===== src/rtl/gpio_port_pkg.sv =====
package gpio_port_pkg;

    typedef enum logic [1:0] {
        SNS_BOTH = 2'b00,
        SNS_RISE = 2'b01,
        SNS_FALL = 2'b10,
        SNS_LOW  = 2'b11
    } sense_e;

    localparam int unsigned A_DIR      = 0;
    localparam int unsigned A_DIR_SET  = 1;
    localparam int unsigned A_DIR_CLR  = 2;
    localparam int unsigned A_DIR_TGL  = 3;
    localparam int unsigned A_OUT      = 4;
    localparam int unsigned A_OUT_SET  = 5;
    localparam int unsigned A_OUT_CLR  = 6;
    localparam int unsigned A_OUT_TGL  = 7;
    localparam int unsigned A_IN       = 8;
    localparam int unsigned A_FLAGS    = 9;
    localparam int unsigned A_MASK0    = 10;
    localparam int unsigned A_MASK1    = 11;
    localparam int unsigned A_INV      = 12;
    localparam int unsigned A_SNS_BASE = 16;

endpackage


===== src/rtl/gpio_sync.sv =====
module gpio_sync #(
    parameter int unsigned W = 8
) (
    input  logic         clk,
    input  logic         rst_n,
    input  logic [W-1:0] raw,
    output logic [W-1:0] synced
);
    typedef struct packed {
        logic [W-1:0] s1;
        logic [W-1:0] s2;
    } sync_t;

    sync_t st_q, st_d;

    always_comb begin
        st_d    = st_q;
        st_d.s1 = raw;
        st_d.s2 = st_q.s1;
    end

    always_ff @(posedge clk or negedge rst_n) begin
        if (!rst_n) st_q <= '0;
        else        st_q <= st_d;
    end

    assign synced = st_q.s2;
endmodule


===== src/rtl/gpio_sense.sv =====
module gpio_sense
    import gpio_port_pkg::*;
#(
    parameter int unsigned N = 8
) (
    input  logic             clk,
    input  logic             rst_n,
    input  logic [N-1:0]     level,
    input  logic [N-1:0][1:0] mode,
    output logic [N-1:0]     evt
);
    logic [N-1:0] prev_q, prev_d;

    always_comb prev_d = level;

    always_ff @(posedge clk or negedge rst_n) begin
        if (!rst_n) prev_q <= '0;
        else        prev_q <= prev_d;
    end

    for (genvar i = 0; i < N; i++) begin : g_pin
        logic rise, fall;
        assign rise = level[i] & ~prev_q[i];
        assign fall = ~level[i] & prev_q[i];
        always_comb begin
            case (sense_e'(mode[i]))
                SNS_BOTH: evt[i] = rise | fall;
                SNS_RISE: evt[i] = rise;
                SNS_FALL: evt[i] = fall;
                default:  evt[i] = ~level[i];
            endcase
        end
    end
endmodule


===== src/rtl/gpio_regs.sv =====
module gpio_regs
    import gpio_port_pkg::*;
#(
    parameter int unsigned N  = 8,
    parameter int unsigned AW = 5
) (
    input  logic              clk,
    input  logic              rst_n,
    input  logic              wr_en,
    input  logic [AW-1:0]     addr,
    input  logic [N-1:0]      wdata,
    input  logic [N-1:0]      evt,
    input  logic [N-1:0]      in_level,
    output logic [N-1:0]      rdata,
    output logic [N-1:0]      dir_q,
    output logic [N-1:0]      out_q,
    output logic [N-1:0]      inv_q,
    output logic [N-1:0]      flag_q,
    output logic [N-1:0]      mask0_q,
    output logic [N-1:0]      mask1_q,
    output logic [N-1:0][1:0] mode_q
);
    typedef struct packed {
        logic [N-1:0]      dir;
        logic [N-1:0]      out;
        logic [N-1:0]      inv;
        logic [N-1:0]      flag;
        logic [N-1:0]      mask0;
        logic [N-1:0]      mask1;
        logic [N-1:0][1:0] mode;
    } regs_t;

    regs_t st_q, st_d;
    logic [N-1:0] clr_bits;

    always_comb begin
        st_d     = st_q;
        clr_bits = '0;
        if (wr_en) begin
            case (addr)
                AW'(A_DIR):     st_d.dir   = wdata;
                AW'(A_DIR_SET): st_d.dir   = st_q.dir | wdata;
                AW'(A_DIR_CLR): st_d.dir   = st_q.dir & ~wdata;
                AW'(A_DIR_TGL): st_d.dir   = st_q.dir ^ wdata;
                AW'(A_OUT):     st_d.out   = wdata;
                AW'(A_OUT_SET): st_d.out   = st_q.out | wdata;
                AW'(A_OUT_CLR): st_d.out   = st_q.out & ~wdata;
                AW'(A_OUT_TGL): st_d.out   = st_q.out ^ wdata;
                AW'(A_FLAGS):   clr_bits   = wdata;
                AW'(A_MASK0):   st_d.mask0 = wdata;
                AW'(A_MASK1):   st_d.mask1 = wdata;
                AW'(A_INV):     st_d.inv   = wdata;
                default: begin
                    for (int i = 0; i < N; i++) begin
                        if (addr == AW'(A_SNS_BASE + i)) st_d.mode[i] = wdata[1:0];
                    end
                end
            endcase
        end
        st_d.flag = (st_q.flag & ~clr_bits) | evt;
    end

    always_ff @(posedge clk or negedge rst_n) begin
        if (!rst_n) st_q <= '0;
        else        st_q <= st_d;
    end

    always_comb begin
        rdata = '0;
        case (addr)
            AW'(A_DIR):   rdata = st_q.dir;
            AW'(A_OUT):   rdata = st_q.out;
            AW'(A_IN):    rdata = in_level;
            AW'(A_FLAGS): rdata = st_q.flag;
            AW'(A_MASK0): rdata = st_q.mask0;
            AW'(A_MASK1): rdata = st_q.mask1;
            AW'(A_INV):   rdata = st_q.inv;
            default: begin
                for (int i = 0; i < N; i++) begin
                    if (addr == AW'(A_SNS_BASE + i)) rdata = N'(st_q.mode[i]);
                end
            end
        endcase
    end

    assign dir_q   = st_q.dir;
    assign out_q   = st_q.out;
    assign inv_q   = st_q.inv;
    assign flag_q  = st_q.flag;
    assign mask0_q = st_q.mask0;
    assign mask1_q = st_q.mask1;
    assign mode_q  = st_q.mode;
endmodule


===== src/rtl/gpio_sense_port.sv =====
module gpio_sense_port #(
    parameter int unsigned NPINS  = 8,
    parameter int unsigned ADDR_W = 5
) (
    input  logic              clk,
    input  logic              rst_n,
    input  logic              wr_en,
    input  logic [ADDR_W-1:0] addr,
    input  logic [NPINS-1:0]  wdata,
    output logic [NPINS-1:0]  rdata,
    input  logic [NPINS-1:0]  pin_in,
    output logic [NPINS-1:0]  pin_out,
    output logic [NPINS-1:0]  pin_oe,
    output logic [1:0]        irq
);
    logic [NPINS-1:0]      synced;
    logic [NPINS-1:0]      level;
    logic [NPINS-1:0]      evt;
    logic [NPINS-1:0]      dir_q, out_q, inv_q, flag_q, mask0_q, mask1_q;
    logic [NPINS-1:0][1:0] mode_q;

    gpio_sync #(.W(NPINS)) u_sync (
        .clk    (clk),
        .rst_n  (rst_n),
        .raw    (pin_in),
        .synced (synced)
    );

    assign level = synced ^ inv_q;

    gpio_sense #(.N(NPINS)) u_sense (
        .clk   (clk),
        .rst_n (rst_n),
        .level (level),
        .mode  (mode_q),
        .evt   (evt)
    );

    gpio_regs #(.N(NPINS), .AW(ADDR_W)) u_regs (
        .clk      (clk),
        .rst_n    (rst_n),
        .wr_en    (wr_en),
        .addr     (addr),
        .wdata    (wdata),
        .evt      (evt),
        .in_level (level),
        .rdata    (rdata),
        .dir_q    (dir_q),
        .out_q    (out_q),
        .inv_q    (inv_q),
        .flag_q   (flag_q),
        .mask0_q  (mask0_q),
        .mask1_q  (mask1_q),
        .mode_q   (mode_q)
    );

    assign pin_out = out_q ^ inv_q;
    assign pin_oe  = dir_q;
    assign irq[0]  = |(flag_q & mask0_q);
    assign irq[1]  = |(flag_q & mask1_q);
endmodule


===== config.mk =====
export PLATFORM = sky130hd
export DESIGN_NAME = gpio_sense_port
export DESIGN_NICKNAME = d
export VERILOG_FILES = /design/src/rtl/gpio_port_pkg.sv /design/src/rtl/gpio_sync.sv /design/src/rtl/gpio_sense.sv /design/src/rtl/gpio_regs.sv /design/src/rtl/gpio_sense_port.sv
export SDC_FILE = /design/constraint.sdc
export NUM_CORES = 1
export LEC_CHECK = 0
export BUFFER_PORTS_ARGS = -buffer_cell sky130_fd_sc_hd__clkbuf_2
export CAP_MARGIN = 10
export CORE_MARGIN = 2
export CORE_UTILIZATION = 60
export CTS_BUF_LIST = sky130_fd_sc_hd__clkbuf_8
export CTS_CLUSTER_DIAMETER = 30
export CTS_CLUSTER_SIZE = 14
export DETAILED_ROUTE_END_ITERATION = 7
export PLACE_DENSITY = 0.8
export SLEW_MARGIN = 20
export SYNTH_ARGS = -nofsm -noshare
export SYNTH_HDL_FRONTEND = slang
export SYNTH_SLANG_ARGS = --single-unit
export TNS_END_PERCENT = 1

===== constraint.sdc =====
create_clock -name clk -period 2.5 [get_ports clk]
set_input_delay 0.125 -clock clk [delete_from_list [all_inputs] [get_ports clk]]
set_output_delay 0.125 -clock clk [all_outputs]
set_load 0.05 [all_outputs]

==> impl_metrics.prom, run 1 <==
# TYPE chip_impl_metric gauge
chip_impl_metric{name="max_slew.worst_pin.slew",unit="ns"} 0.6193
chip_impl_metric{name="finished_cell_area",unit="mm^2"} 0.006007
chip_impl_metric{name="boundaryPins",unit=""} 50
chip_impl_metric{name="r2r_setup_slack",unit="ns"} 0.49
chip_impl_metric{name="avgSynthCellArea",unit="um^2"} 10.15
chip_impl_metric{name="max-slew-margin-rel",unit="%"} 58.71
chip_impl_metric{name="detail_route.wirelength",unit="um"} 12970
chip_impl_metric{name="non_filler_instances",unit=""} 695
chip_impl_metric{name="row_count",unit=""} 34
chip_impl_metric{name="wl_per_cell",unit="um"} 18.67
chip_impl_metric{name="total_clock_buffers_created_by_cts",unit=""} 9
chip_impl_metric{name="fin_worst_skew",unit="ns"} 0.006995
chip_impl_metric{name="path_max_fanout",unit=""} 4
chip_impl_info{name="hold_class",value="input port to flop"} 1
chip_impl_metric{name="floorplan.die_area",unit="mm^2"} 0.009759
chip_impl_metric{name="dp.cells",unit=""} 670
chip_impl_metric{name="detailroute.via_count",unit=""} 4170
chip_impl_metric{name="critPathBufInv",unit=""} 2
chip_impl_metric{name="cts-htree-levels",unit=""} 3
chip_impl_info{name="worst_setup_path_end_kind",value="output pin"} 1
chip_impl_metric{name="ff_latch_area",unit="mm^2"} 0.002202
chip_impl_metric{name="die_w",unit="um"} 98.79
chip_impl_metric{name="drive_above_1_share",unit="%"} 23.68
chip_impl_metric{name="finalPower",unit="uW"} 4428
chip_impl_metric{name="placedInstanceArea",unit="mm^2"} 0.005722
chip_impl_metric{name="globalplace.congestion",unit=""} 0.9310
chip_impl_metric{name="hold_viol",unit=""} 0
chip_impl_metric{name="grt_pass1_vias",unit=""} 4077
chip_impl_metric{name="tritoncts_num_sinks",unit=""} 88
chip_impl_metric{name="antenna_found_initial",unit=""} 0
chip_impl_metric{name="drv_slew",unit=""} 0
chip_impl_metric{name="final_nets",unit=""} 654
chip_impl_metric{name="largest_register_ffs",unit=""} 16
chip_impl_metric{name="antenna_left",unit=""} 0
chip_impl_metric{name="overflow",unit=""} 0
chip_impl_metric{name="slowest_delay",unit="ns"} 0.46
chip_impl_metric{name="period_minus_slack",unit="ns"} 2.256
chip_impl_metric{name="cts.clk_slew.worst_paths",unit="ns"} 0.09
chip_impl_metric{name="hpwlAfterDp",unit="um"} 9359
chip_impl_info{name="top_flip_flop_cell_by_instance_count_after_synthesis",value="dfrtp_1"} 1
chip_impl_metric{name="floorplan.initialDensity",unit="%"} 61.82
chip_impl_info{name="mostFrequentLayoutCells",value="dfrtp_1 (88), ha_1 (48), clkbuf_2 (48)"} 1
chip_impl_info{name="worst_path_max_delay_cell",value="mux4_2"} 1
chip_impl_metric{name="power-per-cell-area",unit="mW/mm^2"} 737.2
chip_impl_info{name="tritoncts",value="built"} 1
chip_impl_metric{name="critPathArrivalTime",unit="ns"} 2.13
chip_impl_metric{name="postSynthNetCount",unit=""} 603
chip_impl_metric{name="fin_setup_tns",unit="ns"} 0
chip_impl_metric{name="drc_markers",unit=""} 0
chip_impl_info{name="grt_setup_unrepaired",value="false"} 1
chip_impl_metric{name="worstPathRequired",unit="ns"} 2.38
chip_impl_metric{name="synth_enable_flop_cells",unit=""} 0
chip_impl_metric{name="p_leak",unit="uW"} 0.002840
chip_impl_metric{name="fill_cell_total_of_the_finished_layout",unit=""} 662
chip_impl_metric{name="min_period_over_period",unit="%"} 90.24
chip_impl_metric{name="die_y",unit="um"} 98.79
chip_impl_metric{name="max_cap_violations",unit=""} 0
chip_impl_info{name="critical_path_cell_by_cell",value="xnor2_1 -> inv_1 -> mux4_2 -> nand2_1 -> o21ai_0 -> clkbuf_2"} 1
chip_impl_metric{name="synth_cell_type_count",unit=""} 48
chip_impl_metric{name="ys_ff_latch",unit=""} 88
chip_impl_metric{name="insertion_delay",unit="ns"} 0.37
chip_impl_metric{name="maxClockFrequency",unit="MHz"} 443.2
chip_impl_metric{name="synth_sequential_area_ratio",unit="%"} 40.84
chip_impl_info{name="critPathKind",value="flop to output pin"} 1
chip_impl_metric{name="netlist_area",unit="mm^2"} 0.005391
chip_impl_metric{name="grt_max_degree",unit=""} 51
chip_impl_metric{name="areaGrowthSynthToFinish",unit="%"} 11.42
chip_impl_metric{name="port-buffer-count",unit=""} 49
chip_impl_info{name="critPathLaunchType",value="flop"} 1
chip_impl_metric{name="global_route.usage.total",unit="%"} 28.30
chip_impl_metric{name="yosysWarningCount",unit=""} 0
chip_impl_metric{name="detail_route.iter0.violations",unit=""} 347
chip_impl_metric{name="num_antenna_cells",unit=""} 0
chip_impl_metric{name="setup_violations",unit=""} 0
chip_impl_info{name="status",value="completed"} 1
chip_impl_metric{name="final_core_util",unit="%"} 68.88
chip_impl_info{name="cts-root-buf",value="clkbuf_8"} 1
chip_impl_info{name="cell_family_with_most_cp_delay",value="multiplexers"} 1
chip_impl_metric{name="core_region_area",unit="mm^2"} 0.008721
chip_impl_metric{name="post_synth_inst_count",unit=""} 531
chip_impl_metric{name="multi_input_area",unit="mm^2"} 0.002872
chip_impl_metric{name="synth_async_sr_flop_share",unit="%"} 100.0
chip_impl_metric{name="cts_repair_resize_count",unit=""} 0
chip_impl_metric{name="grt_first_pass_wirelength",unit="um"} 21720
chip_impl_metric{name="detail_routed_via_count_per_cell",unit=""} 6.000
chip_impl_info{name="most_common_library_cell_in_the_layout_ignoring_fill_and_taps",value="dfrtp_1"} 1
chip_impl_metric{name="ir_drop",unit="mV"} 0.4279
chip_impl_metric{name="first_pass_iters",unit=""} 5
chip_impl_metric{name="clk_path_buf_depth",unit=""} 2
[cell type report]
cell class	instances	area share, %
inverters	48	2.999
repair buffers	66	7.040
multi-input cells	369	47.80
flip-flops and latches	88	36.66
clock inverters	7	1.187
clock buffers	9	2.062
well taps	108	2.250
[logic make-up (layout without fill, tap and decap cells)]
| logic type | count (synthesis) | after routing | synth area share [%] |
|---|---|---|---|
| AO/OA/AOI/OAI | 123 | 123 | 14.16 |
| XOR/XNOR | 16 | 16 | 2.878 |
| adder cells (fa/ha/maj) | 48 | 48 | 11.14 |
| buffers and inverters | 74 | 130 | 5.895 |
| flip-flops | 88 | 88 | 40.84 |
| multiplexers | 58 | 58 | 14.30 |
| AND/OR/NAND/NOR | 124 | 124 | 10.79 |
[cell usage after synthesis, types with 3 or more instances]
cell,count,share of area (%)
nand4_1,4,0.46
a21oi_1,43,4.0
nand2b_1,7,0.81
clkbuf_1,4,0.28
a211oi_1,16,2.2
ha_1,48,11
mux4_2,11,4.6
inv_1,46,3.2
buf_2,15,1.4
mux2i_1,5,0.93
a22oi_1,13,1.8
nor2_1,41,2.9
mux2_2,42,8.8
a31oi_1,4,0.46
xor2_1,8,1.3
nor2b_1,5,0.58
nand2_1,45,3.1
dfrtp_1,88,41
and3_1,3,0.35
a21o_1,8,1.1
o211ai_1,4,0.56
xnor2_1,6,0.97
o21ai_0,25,2.3
buf_4,5,0.70
nand3_1,3,0.28
a32oi_1,3,0.49
[path summary, 6_finish.rpt]
kind                                 startpoint                 to  cells after the start
max in group asynchronous                 rst_n   u_regs.flag_q[7]                      3
worst max-delay path            u_regs.inv_q[7]           rdata[7]                      6
min in group asynchronous                 rst_n   u_regs.mode_q[0]                      2
worst min register to register   u_sync.st_d[4]   u_sync.synced[4]                      0
worst min-delay path                   wdata[2]  u_regs.mask0_q[2]                      2
worst max register to register  u_regs.inv_q[2]   u_regs.flag_q[2]                      6
[routing by layer]
layer  GRT usage [%]  up-vias  wire, um
li1                -     1952         -
met2           43.09      140      6153
met3           4.397       17       761
met4           9.378        0       209
met5               0        -         0
met1           41.85     2061      5850
[power by group]
| part | switching (uW) | internal (uW) |
|---|---|---|
| logic | 899 | 598 |
| clock network | 538 | 461 |
| registers | 277 | 1650 |
[stage by stage]
step	worst slack [ns]	hold slack [ns]
4_1_cts	0.2305	0.07476
3_5_place_dp	0.5132	0.1408
6_report	0.2439	0.09584
3_3_place_gp	0.5535	0.1360
5_1_grt	0.1291	0.09186
2_1_floorplan	0.3504	-0.1706
[what timing repair did]
| item | 4_1_cts | 5_1_grt |
|---|---|---|
| hold buffers | 9 | 0 |
| endpoints found under the hold margin | 46 | 0 |
| buffers inserted | 0 | 0 |
(Power assumes the default switching activity.)
==> inputs of run 2 (changes only) <==
CORE_MARGIN = unset   (was 2)
SYNTH_HIERARCHICAL = 1   (was unset)
==> run 2 against run 1 <==
Against the previous run: clock power is 0.4% lower; first-iteration DRC count is 22% higher; final area is 0.31% higher; sequential share of layout area is 0.11 points lower; synthesized cell count is 0.56% lower; sequential power hardly changed; flip-flop and latch count stayed put; synthesized area hardly changed; combinational power is 7% lower; core utilization is 0.22 points higher; count of clock-buffer cells in the layout stayed put.
==> impl_metrics.prom, run 2 <==
# TYPE chip_impl_metric gauge
chip_impl_metric{name="period_minus_slack",unit="ns"} 2.245
chip_impl_metric{name="overflow",unit=""} 0
chip_impl_info{name="post_synth_main_area_contributors",value="dfrtp_1 (41%), ha_1 (11%), a22oi_1 (4.3%), nand2_1 (4.0%), inv_1 (3.6%)"} 1
chip_impl_info{name="critPathKind",value="input port to output pin"} 1
chip_impl_metric{name="grt_pass1_vias",unit=""} 4502
chip_impl_metric{name="cts_hold_buf",unit=""} 9
chip_impl_info{name="grt_setup_unrepaired",value="false"} 1
chip_impl_metric{name="first_pass_iters",unit=""} 5
chip_impl_metric{name="postSynthNetCount",unit=""} 600
chip_impl_metric{name="min_period_over_period",unit="%"} 89.81
chip_impl_info{name="status",value="completed"} 1
chip_impl_metric{name="total_clock_buffers_created_by_cts",unit=""} 9
chip_impl_metric{name="drv_slew",unit=""} 0
chip_impl_metric{name="cts_repair_resize_count",unit=""} 0
chip_impl_metric{name="r2r_setup_slack",unit="ns"} 0.41
chip_impl_metric{name="fin_worst_skew",unit="ns"} 0.01262
chip_impl_metric{name="synth_sequential_area_ratio",unit="%"} 40.85
chip_impl_metric{name="finished_cell_area",unit="mm^2"} 0.006026
chip_impl_metric{name="detailroute.via_count",unit=""} 4437
chip_impl_metric{name="largest_register_ffs",unit=""} 16
chip_impl_metric{name="ys_ff_latch",unit=""} 88
chip_impl_metric{name="floorplan.die_area",unit="mm^2"} 0.009366
chip_impl_metric{name="synth_enable_flop_cells",unit=""} 0
chip_impl_metric{name="final_core_util",unit="%"} 69.10
chip_impl_metric{name="cts-htree-levels",unit=""} 3
chip_impl_metric{name="num_antenna_cells",unit=""} 0
chip_impl_metric{name="port-buffer-count",unit=""} 49
chip_impl_metric{name="max-slew-margin-rel",unit="%"} 52.31
chip_impl_metric{name="max_slew.worst_pin.slew",unit="ns"} 0.7132
chip_impl_metric{name="clk_path_buf_depth",unit=""} 2
chip_impl_info{name="hold_class",value="input port to flop"} 1
chip_impl_metric{name="detail_routed_via_count_per_cell",unit=""} 6.384
chip_impl_metric{name="drc_markers",unit=""} 0
chip_impl_info{name="post-synth-top-count-cell",value="dfrtp_1"} 1
chip_impl_metric{name="fin_setup_tns",unit="ns"} 0
chip_impl_metric{name="insertion_delay",unit="ns"} 0.37
chip_impl_metric{name="yosysWarningCount",unit=""} 6
chip_impl_metric{name="row_count",unit=""} 34
chip_impl_metric{name="grt_first_pass_wirelength",unit="um"} 23320
chip_impl_info{name="cts-root-buf",value="clkbuf_8"} 1
chip_impl_metric{name="fraction_of_synthesized_cell_area_taken_by_the_top_area_cell_type",unit="%"} 40.85
chip_impl_info{name="tritoncts",value="built"} 1
chip_impl_metric{name="setup_violations",unit=""} 0
chip_impl_metric{name="setup_buffers_after_cts",unit=""} 0
chip_impl_metric{name="path_max_fanout",unit=""} 19
chip_impl_metric{name="wl_per_cell",unit="um"} 20.62
chip_impl_metric{name="antenna_found_initial",unit=""} 0
chip_impl_metric{name="synth_cell_type_count",unit=""} 57
chip_impl_info{name="synthDominantAreaCellType",value="dfrtp_1"} 1
chip_impl_metric{name="detail_route.iter0.violations",unit=""} 423
chip_impl_metric{name="synth_async_sr_flop_share",unit="%"} 100.0
chip_impl_info{name="critPathLaunchType",value="input port"} 1
chip_impl_metric{name="netlist_area",unit="mm^2"} 0.005390
chip_impl_info{name="synth_top_cells_by_count",value="dfrtp_1 (88), nand2_1 (58), inv_1 (52)"} 1
chip_impl_metric{name="worstPathRequired",unit="ns"} 2.38
chip_impl_metric{name="p_leak",unit="uW"} 0.002875
chip_impl_metric{name="die_w",unit="um"} 96.78
chip_impl_info{name="mostFrequentLayoutCells",value="dfrtp_1 (88), nand2_1 (58), inv_1 (52)"} 1
chip_impl_metric{name="non_filler_instances",unit=""} 695
chip_impl_metric{name="grt_max_degree",unit=""} 50
chip_impl_metric{name="drive_above_1_share",unit="%"} 20.10
chip_impl_metric{name="critPathArrivalTime",unit="ns"} 2.12
chip_impl_metric{name="placedInstanceArea",unit="mm^2"} 0.005743
chip_impl_metric{name="detail_route.wirelength",unit="um"} 14330
chip_impl_metric{name="boundaryPins",unit=""} 50
chip_impl_metric{name="global_route.usage.total",unit="%"} 31.96
chip_impl_metric{name="dp.cells",unit=""} 671
chip_impl_metric{name="core_region_area",unit="mm^2"} 0.008721
chip_impl_metric{name="final_nets",unit=""} 655
chip_impl_metric{name="post_synth_inst_count",unit=""} 528
chip_impl_metric{name="globalplace.congestion",unit=""} 0.9433
chip_impl_metric{name="die_y",unit="um"} 96.78
chip_impl_metric{name="tritoncts_num_sinks",unit=""} 88
chip_impl_info{name="top_flip_flop_cell_by_instance_count_after_synthesis",value="dfrtp_1"} 1
chip_impl_metric{name="ir_drop",unit="mV"} 0.4903
chip_impl_metric{name="cts.clk_slew.worst_paths",unit="ns"} 0.10
chip_impl_metric{name="floorplan.initialDensity",unit="%"} 61.81
chip_impl_metric{name="maxClockFrequency",unit="MHz"} 445.4
chip_impl_metric{name="max_cap_violations",unit=""} 0
chip_impl_info{name="worst_setup_path_end_kind",value="output pin"} 1
chip_impl_metric{name="areaGrowthSynthToFinish",unit="%"} 11.79
chip_impl_metric{name="hpwlAfterDp",unit="um"} 10410
chip_impl_metric{name="hold-worst-slack",unit="ns"} 0.09189
chip_impl_metric{name="avgSynthCellArea",unit="um^2"} 10.21
chip_impl_metric{name="antenna_left",unit=""} 0
chip_impl_info{name="most_common_library_cell_in_the_layout_ignoring_fill_and_taps",value="dfrtp_1"} 1
chip_impl_metric{name="power-per-cell-area",unit="mW/mm^2"} 713.8
chip_impl_metric{name="hold_viol",unit=""} 0
run 2: cell types whose count changed after synthesis, sizes merged, moves of 6 or more:
cell | previous run | this run
xor2 | 10 | 16
xnor2 | 6 | 0
a211oi | 16 | 0
a22oi | 13 | 31
nand2 | 47 | 60
o21ai | 25 | 49
a221oi | 1 | 9
nor2 | 43 | 16
o2bb2ai | 0 | 8
nand2b | 8 | 2
a21oi | 43 | 14
mux2i | 5 | 11
nand3 | 3 | 10
mux2 | 42 | 12
run 2: kinds of logic after synthesis:
family,after synthesis,synth area share (%)
muxes,31,7.892
buffers and inverters,79,6.430
adders and majority gates,48,11.14
xor gates and xnor gates,16,2.600
AOI/OAI and AO/OA,139,17.94
and+or+nand+nor,127,13.14
DFF,88,40.85
run 2: metal layers:
metal | vias to the layer above | GRT usage (%) | share of wire [%]
met5 | - | 0 | 0
met4 | 0 | 12.86 | 2.6
met3 | 38 | 6.069 | 8.4
met2 | 253 | 52.65 | 49
met1 | 2152 | 41.61 | 40
li1 | 1994 | - | -
run 2: area by class of cell:
cell class                 instances  area [um^2]
multi-input combinational        361         2841
fill                             677         2695
clock buffer                       9        123.9
clock inverter                     6        68.82
inverter                          53        198.9
timing repair buffer              70        455.4
tap                              108        135.1
sequential                        88         2202
run 2: worst max-delay path: stages:
cell and delay [ns]:
clkbuf_2 0.29, or3b_4 0.50, nor2_1 0.41, a22oi_1 0.17, and4_1 0.19, o211ai_1 0.11
clkbuf_2 0.32
run 2: power breakdown:
part	switching, uW	total [uW]	internal (uW)
Combinational	883	1400	512
Sequential	265	1910	1650
Clock	531	995	464
run 2: path summary, 6_finish.rpt:
| kind | startpoint | to | depth (start not counted) |
|---|---|---|---|
| worst min register to register | u_sync/st_d[0] | u_sync/synced[0] | 0 |
| max in group asynchronous | rst_n | u_sense/prev_q[2] | 3 |
| worst max register to register | u_regs/inv_q[0] | u_regs/flag_q[0] | 6 |
| worst min-delay path | wdata[4] | u_regs/flag_q[4] | 3 |
| min in group asynchronous | rst_n | u_regs/mask1_q[2] | 2 |
| worst max-delay path | addr[1] | rdata[1] | 7 |
run 2: stage by stage:
stage | power [uW] | worst slack [ns]
after floorplan | 2897 | 0.4876
after global placement | 3232 | 0.4076
after detailed placement | 3310 | 0.3461
after CTS | 4321 | 0.3484
after global routing | 4528 | 0.2766
final | 4301 | 0.2547
==> inputs of run 3 (changes only) <==
CORE_UTILIZATION = 58   (was 60)
CTS_CLUSTER_DIAMETER = 100   (was 30)
PLACE_DENSITY = 0.78   (was 0.8)
==> run 3 against run 2 <==
Against the previous run: the flow now finishes with violations (DRC); first-iteration DRC count up 23%; setup slack improved by 0.037 ns; critical endpoint unchanged; register-to-register slack gained 0.11 ns; largest cell class unchanged; core utilization down 0.77 points.
==> impl_metrics.prom, run 3 (synthesis results as in run 2) <==
# TYPE chip_impl_metric gauge
chip_impl_info{name="status",value="complete, but fails checks"} 1
chip_impl_info{name="failing_checks",value="DRC"} 1
chip_impl_metric{name="fill_cell_total_of_the_finished_layout",unit=""} 704
chip_impl_info{name="critical_path_cell_by_cell",value="clkbuf_2 -> or3b_4 -> nor2_1 -> a22oi_1 -> and4_1 -> o211ai_1 -> clkbuf_2"} 1
chip_impl_metric{name="wl_per_cell",unit="um"} 20.65
chip_impl_metric{name="fin_setup_tns",unit="ns"} 0
chip_impl_metric{name="worstHoldPathCells",unit=""} 3
chip_impl_info{name="tritoncts",value="built"} 1
chip_impl_metric{name="grt_first_pass_wirelength",unit="um"} 23630
chip_impl_metric{name="num_antenna_cells",unit=""} 0
chip_impl_metric{name="antenna_left",unit=""} 0
chip_impl_metric{name="cts_repair_resize_count",unit=""} 0
chip_impl_metric{name="setup_buffers_after_cts",unit=""} 0
chip_impl_metric{name="antenna_found_initial",unit=""} 0
chip_impl_metric{name="cts.clk_slew.worst_paths",unit="ns"} 0.08
chip_impl_info{name="most_common_library_cell_in_the_layout_ignoring_fill_and_taps",value="dfrtp_1"} 1
chip_impl_info{name="worst_setup_path_end_kind",value="output pin"} 1
chip_impl_metric{name="clk_path_buf_depth",unit=""} 2
chip_impl_metric{name="fin_worst_skew",unit="ns"} 0.007596
chip_impl_metric{name="detailroute.via_count",unit=""} 4512
chip_impl_metric{name="reg2reg_depth",unit=""} 6
chip_impl_metric{name="power_switching_share",unit="%"} 38.70
chip_impl_info{name="cell_family_with_most_cp_delay",value="simple AND/OR/NAND/NOR gates"} 1
chip_impl_metric{name="drv_slew",unit=""} 0
chip_impl_metric{name="path_max_fanout",unit=""} 16
chip_impl_metric{name="hold_viol",unit=""} 0
chip_impl_metric{name="cts-htree-levels",unit=""} 3
chip_impl_metric{name="floorplan.initialDensity",unit="%"} 60.92
chip_impl_metric{name="max_cap_violations",unit=""} 0
chip_impl_info{name="cts-root-buf",value="clkbuf_8"} 1
chip_impl_metric{name="worstPathRequired",unit="ns"} 2.38
chip_impl_metric{name="grt_pass1_vias",unit=""} 4476
chip_impl_metric{name="power_report.internal_total",unit="uW"} 2648
chip_impl_metric{name="first_pass_iters",unit=""} 8
chip_impl_metric{name="pwr-share-comb",unit="%"} 32.6
chip_impl_metric{name="period_minus_slack",unit="ns"} 2.208
chip_impl_info{name="hold_start",value="wdata[5]"} 1
chip_impl_metric{name="p_leak",unit="uW"} 0.002892
chip_impl_metric{name="max_slew.worst_pin.slew",unit="ns"} 0.7125
chip_impl_metric{name="critPathArrivalTime",unit="ns"} 2.08
chip_impl_metric{name="detail_route.wirelength",unit="um"} 14420
chip_impl_metric{name="global_route.usage.total",unit="%"} 32.36
chip_impl_info{name="mostFrequentLayoutCells",value="dfrtp_1 (88), nand2_1 (58), inv_1 (53)"} 1
chip_impl_metric{name="drive_above_1_share",unit="%"} 20.34
chip_impl_metric{name="critPathBufInv",unit=""} 2
chip_impl_metric{name="largest_register_ffs",unit=""} 16
chip_impl_metric{name="insertion_delay",unit="ns"} 0.38
chip_impl_metric{name="detail_routed_via_count_per_cell",unit=""} 6.464
chip_impl_metric{name="pwr-share-seq",unit="%"} 44.2
chip_impl_info{name="rr_startpoint",value="u_regs/inv_q[5]"} 1
chip_impl_metric{name="hpwlAfterDp",unit="um"} 10460
chip_impl_metric{name="detail_route.iter0.violations",unit=""} 520
chip_impl_metric{name="drc_markers",unit=""} 2
chip_impl_metric{name="setup_violations",unit=""} 0
chip_impl_metric{name="die_y",unit="um"} 98.40
chip_impl_metric{name="core_region_area",unit="mm^2"} 0.008848
chip_impl_metric{name="hold-worst-slack",unit="ns"} 0.06846
chip_impl_metric{name="min_period_over_period",unit="%"} 88.33
chip_impl_info{name="worst_setup_path_startpoint",value="addr[3]"} 1
chip_impl_info{name="critPathMostFrequentCell",value="clkbuf_2"} 1
chip_impl_metric{name="grt_max_degree",unit=""} 51
chip_impl_metric{name="power.clock.fraction",unit="%"} 23.2
chip_impl_metric{name="final_nets",unit=""} 657
chip_impl_metric{name="cp_depth",unit=""} 7
chip_impl_metric{name="total_clock_buffers_created_by_cts",unit=""} 9
chip_impl_info{name="critPathKind",value="input port to output pin"} 1
chip_impl_metric{name="globalplace.congestion",unit=""} 0.9204
chip_impl_metric{name="overflow",unit=""} 0
chip_impl_metric{name="ir_drop",unit="mV"} 0.3714
chip_impl_metric{name="maxClockFrequency",unit="MHz"} 452.9
chip_impl_metric{name="tritoncts_num_sinks",unit=""} 88
chip_impl_metric{name="power-per-cell-area",unit="mW/mm^2"} 714.6
chip_impl_info{name="grt_setup_unrepaired",value="false"} 1
chip_impl_metric{name="net-switching-power",unit="uW"} 1672
chip_impl_info{name="hold_class",value="input port to flop"} 1
chip_impl_metric{name="row_count",unit=""} 34
chip_impl_metric{name="max-slew-margin-rel",unit="%"} 52.36
chip_impl_metric{name="die_w",unit="um"} 98.40
chip_impl_metric{name="boundaryPins",unit=""} 50
chip_impl_metric{name="slowest_delay",unit="ns"} 0.46
chip_impl_metric{name="cts_hold_buf",unit=""} 9
chip_impl_metric{name="port-buffer-count",unit=""} 49
chip_impl_info{name="critPathLaunchType",value="input port"} 1
chip_impl_metric{name="areaGrowthSynthToFinish",unit="%"} 12.16
chip_impl_metric{name="floorplan.die_area",unit="mm^2"} 0.009683
chip_impl_info{name="worst_path_max_delay_cell",value="or3b_4"} 1
run 3: power groups by stage:
stage | clock network [uW] | logic (uW) | registers, uW
floorplan | 0 | 954 | 1940
global placement | 0 | 1320 | 1920
detailed placement | 0 | 1390 | 1930
CTS | 1020 | 1410 | 1910
global route | 1090 | 1540 | 1940
finish | 1000 | 1410 | 1910
run 3: worst min-delay path: stages:
cell and delay (ns):
clkbuf_2 0.11, nand2_1 0.07, a21o_1 0.11
run 3: area by class of cell:
type	count	area, um^2	area share [%]
clock buffers	10	137.6	2.276
clock inverters	6	60.06	0.9934
inverters	53	198.9	3.291
multi-input cells	361	2841	47.00
flip-flops and latches	88	2202	36.42
well taps	108	135.1	2.235
repair buffers	72	470.5	7.781
run 3: worst paths after layout:
check	endpoint	slack [ns]
max	rdata[1]	0.29
min in group asynchronous	u_sync/synced[6]	0.26
max reg2reg	u_regs/flag_q[5]	0.52
min	u_regs/flag_q[5]	0.07
max in group asynchronous	u_regs/mode_q[7]	1.59
min reg2reg	u_sync/synced[3]	0.36
run 3: metal layers:
layer  routed length [um]  share of wire, %  vias to the layer above  track usage (%)
met5                    0                 0                        -                0
met3                 1438                10                       56            7.230
met2                 6841                47                      279            51.46
met4                  619               4.3                        0            16.99
li1                     -                 -                     2001                -
met1                 5517                38                     2176            41.55
run 3: stage by stage:
step | utilization [%] | setup slack (ns) | total power, uW | instance area (um^2) | std cells
after floorplan | - | 0.4876 | 2897 | 5390 | 528
after global placement | 65.07 | 0.4499 | 3240 | 5758 | 673
after detailed placement | 65.07 | 0.3545 | 3319 | 5758 | 673
after CTS | 68.33 | 0.3492 | 4335 | 6046 | 698
after global routing | 68.33 | 0.2199 | 4563 | 6046 | 698
final | 68.33 | 0.2918 | 4320 | 6046 | 698
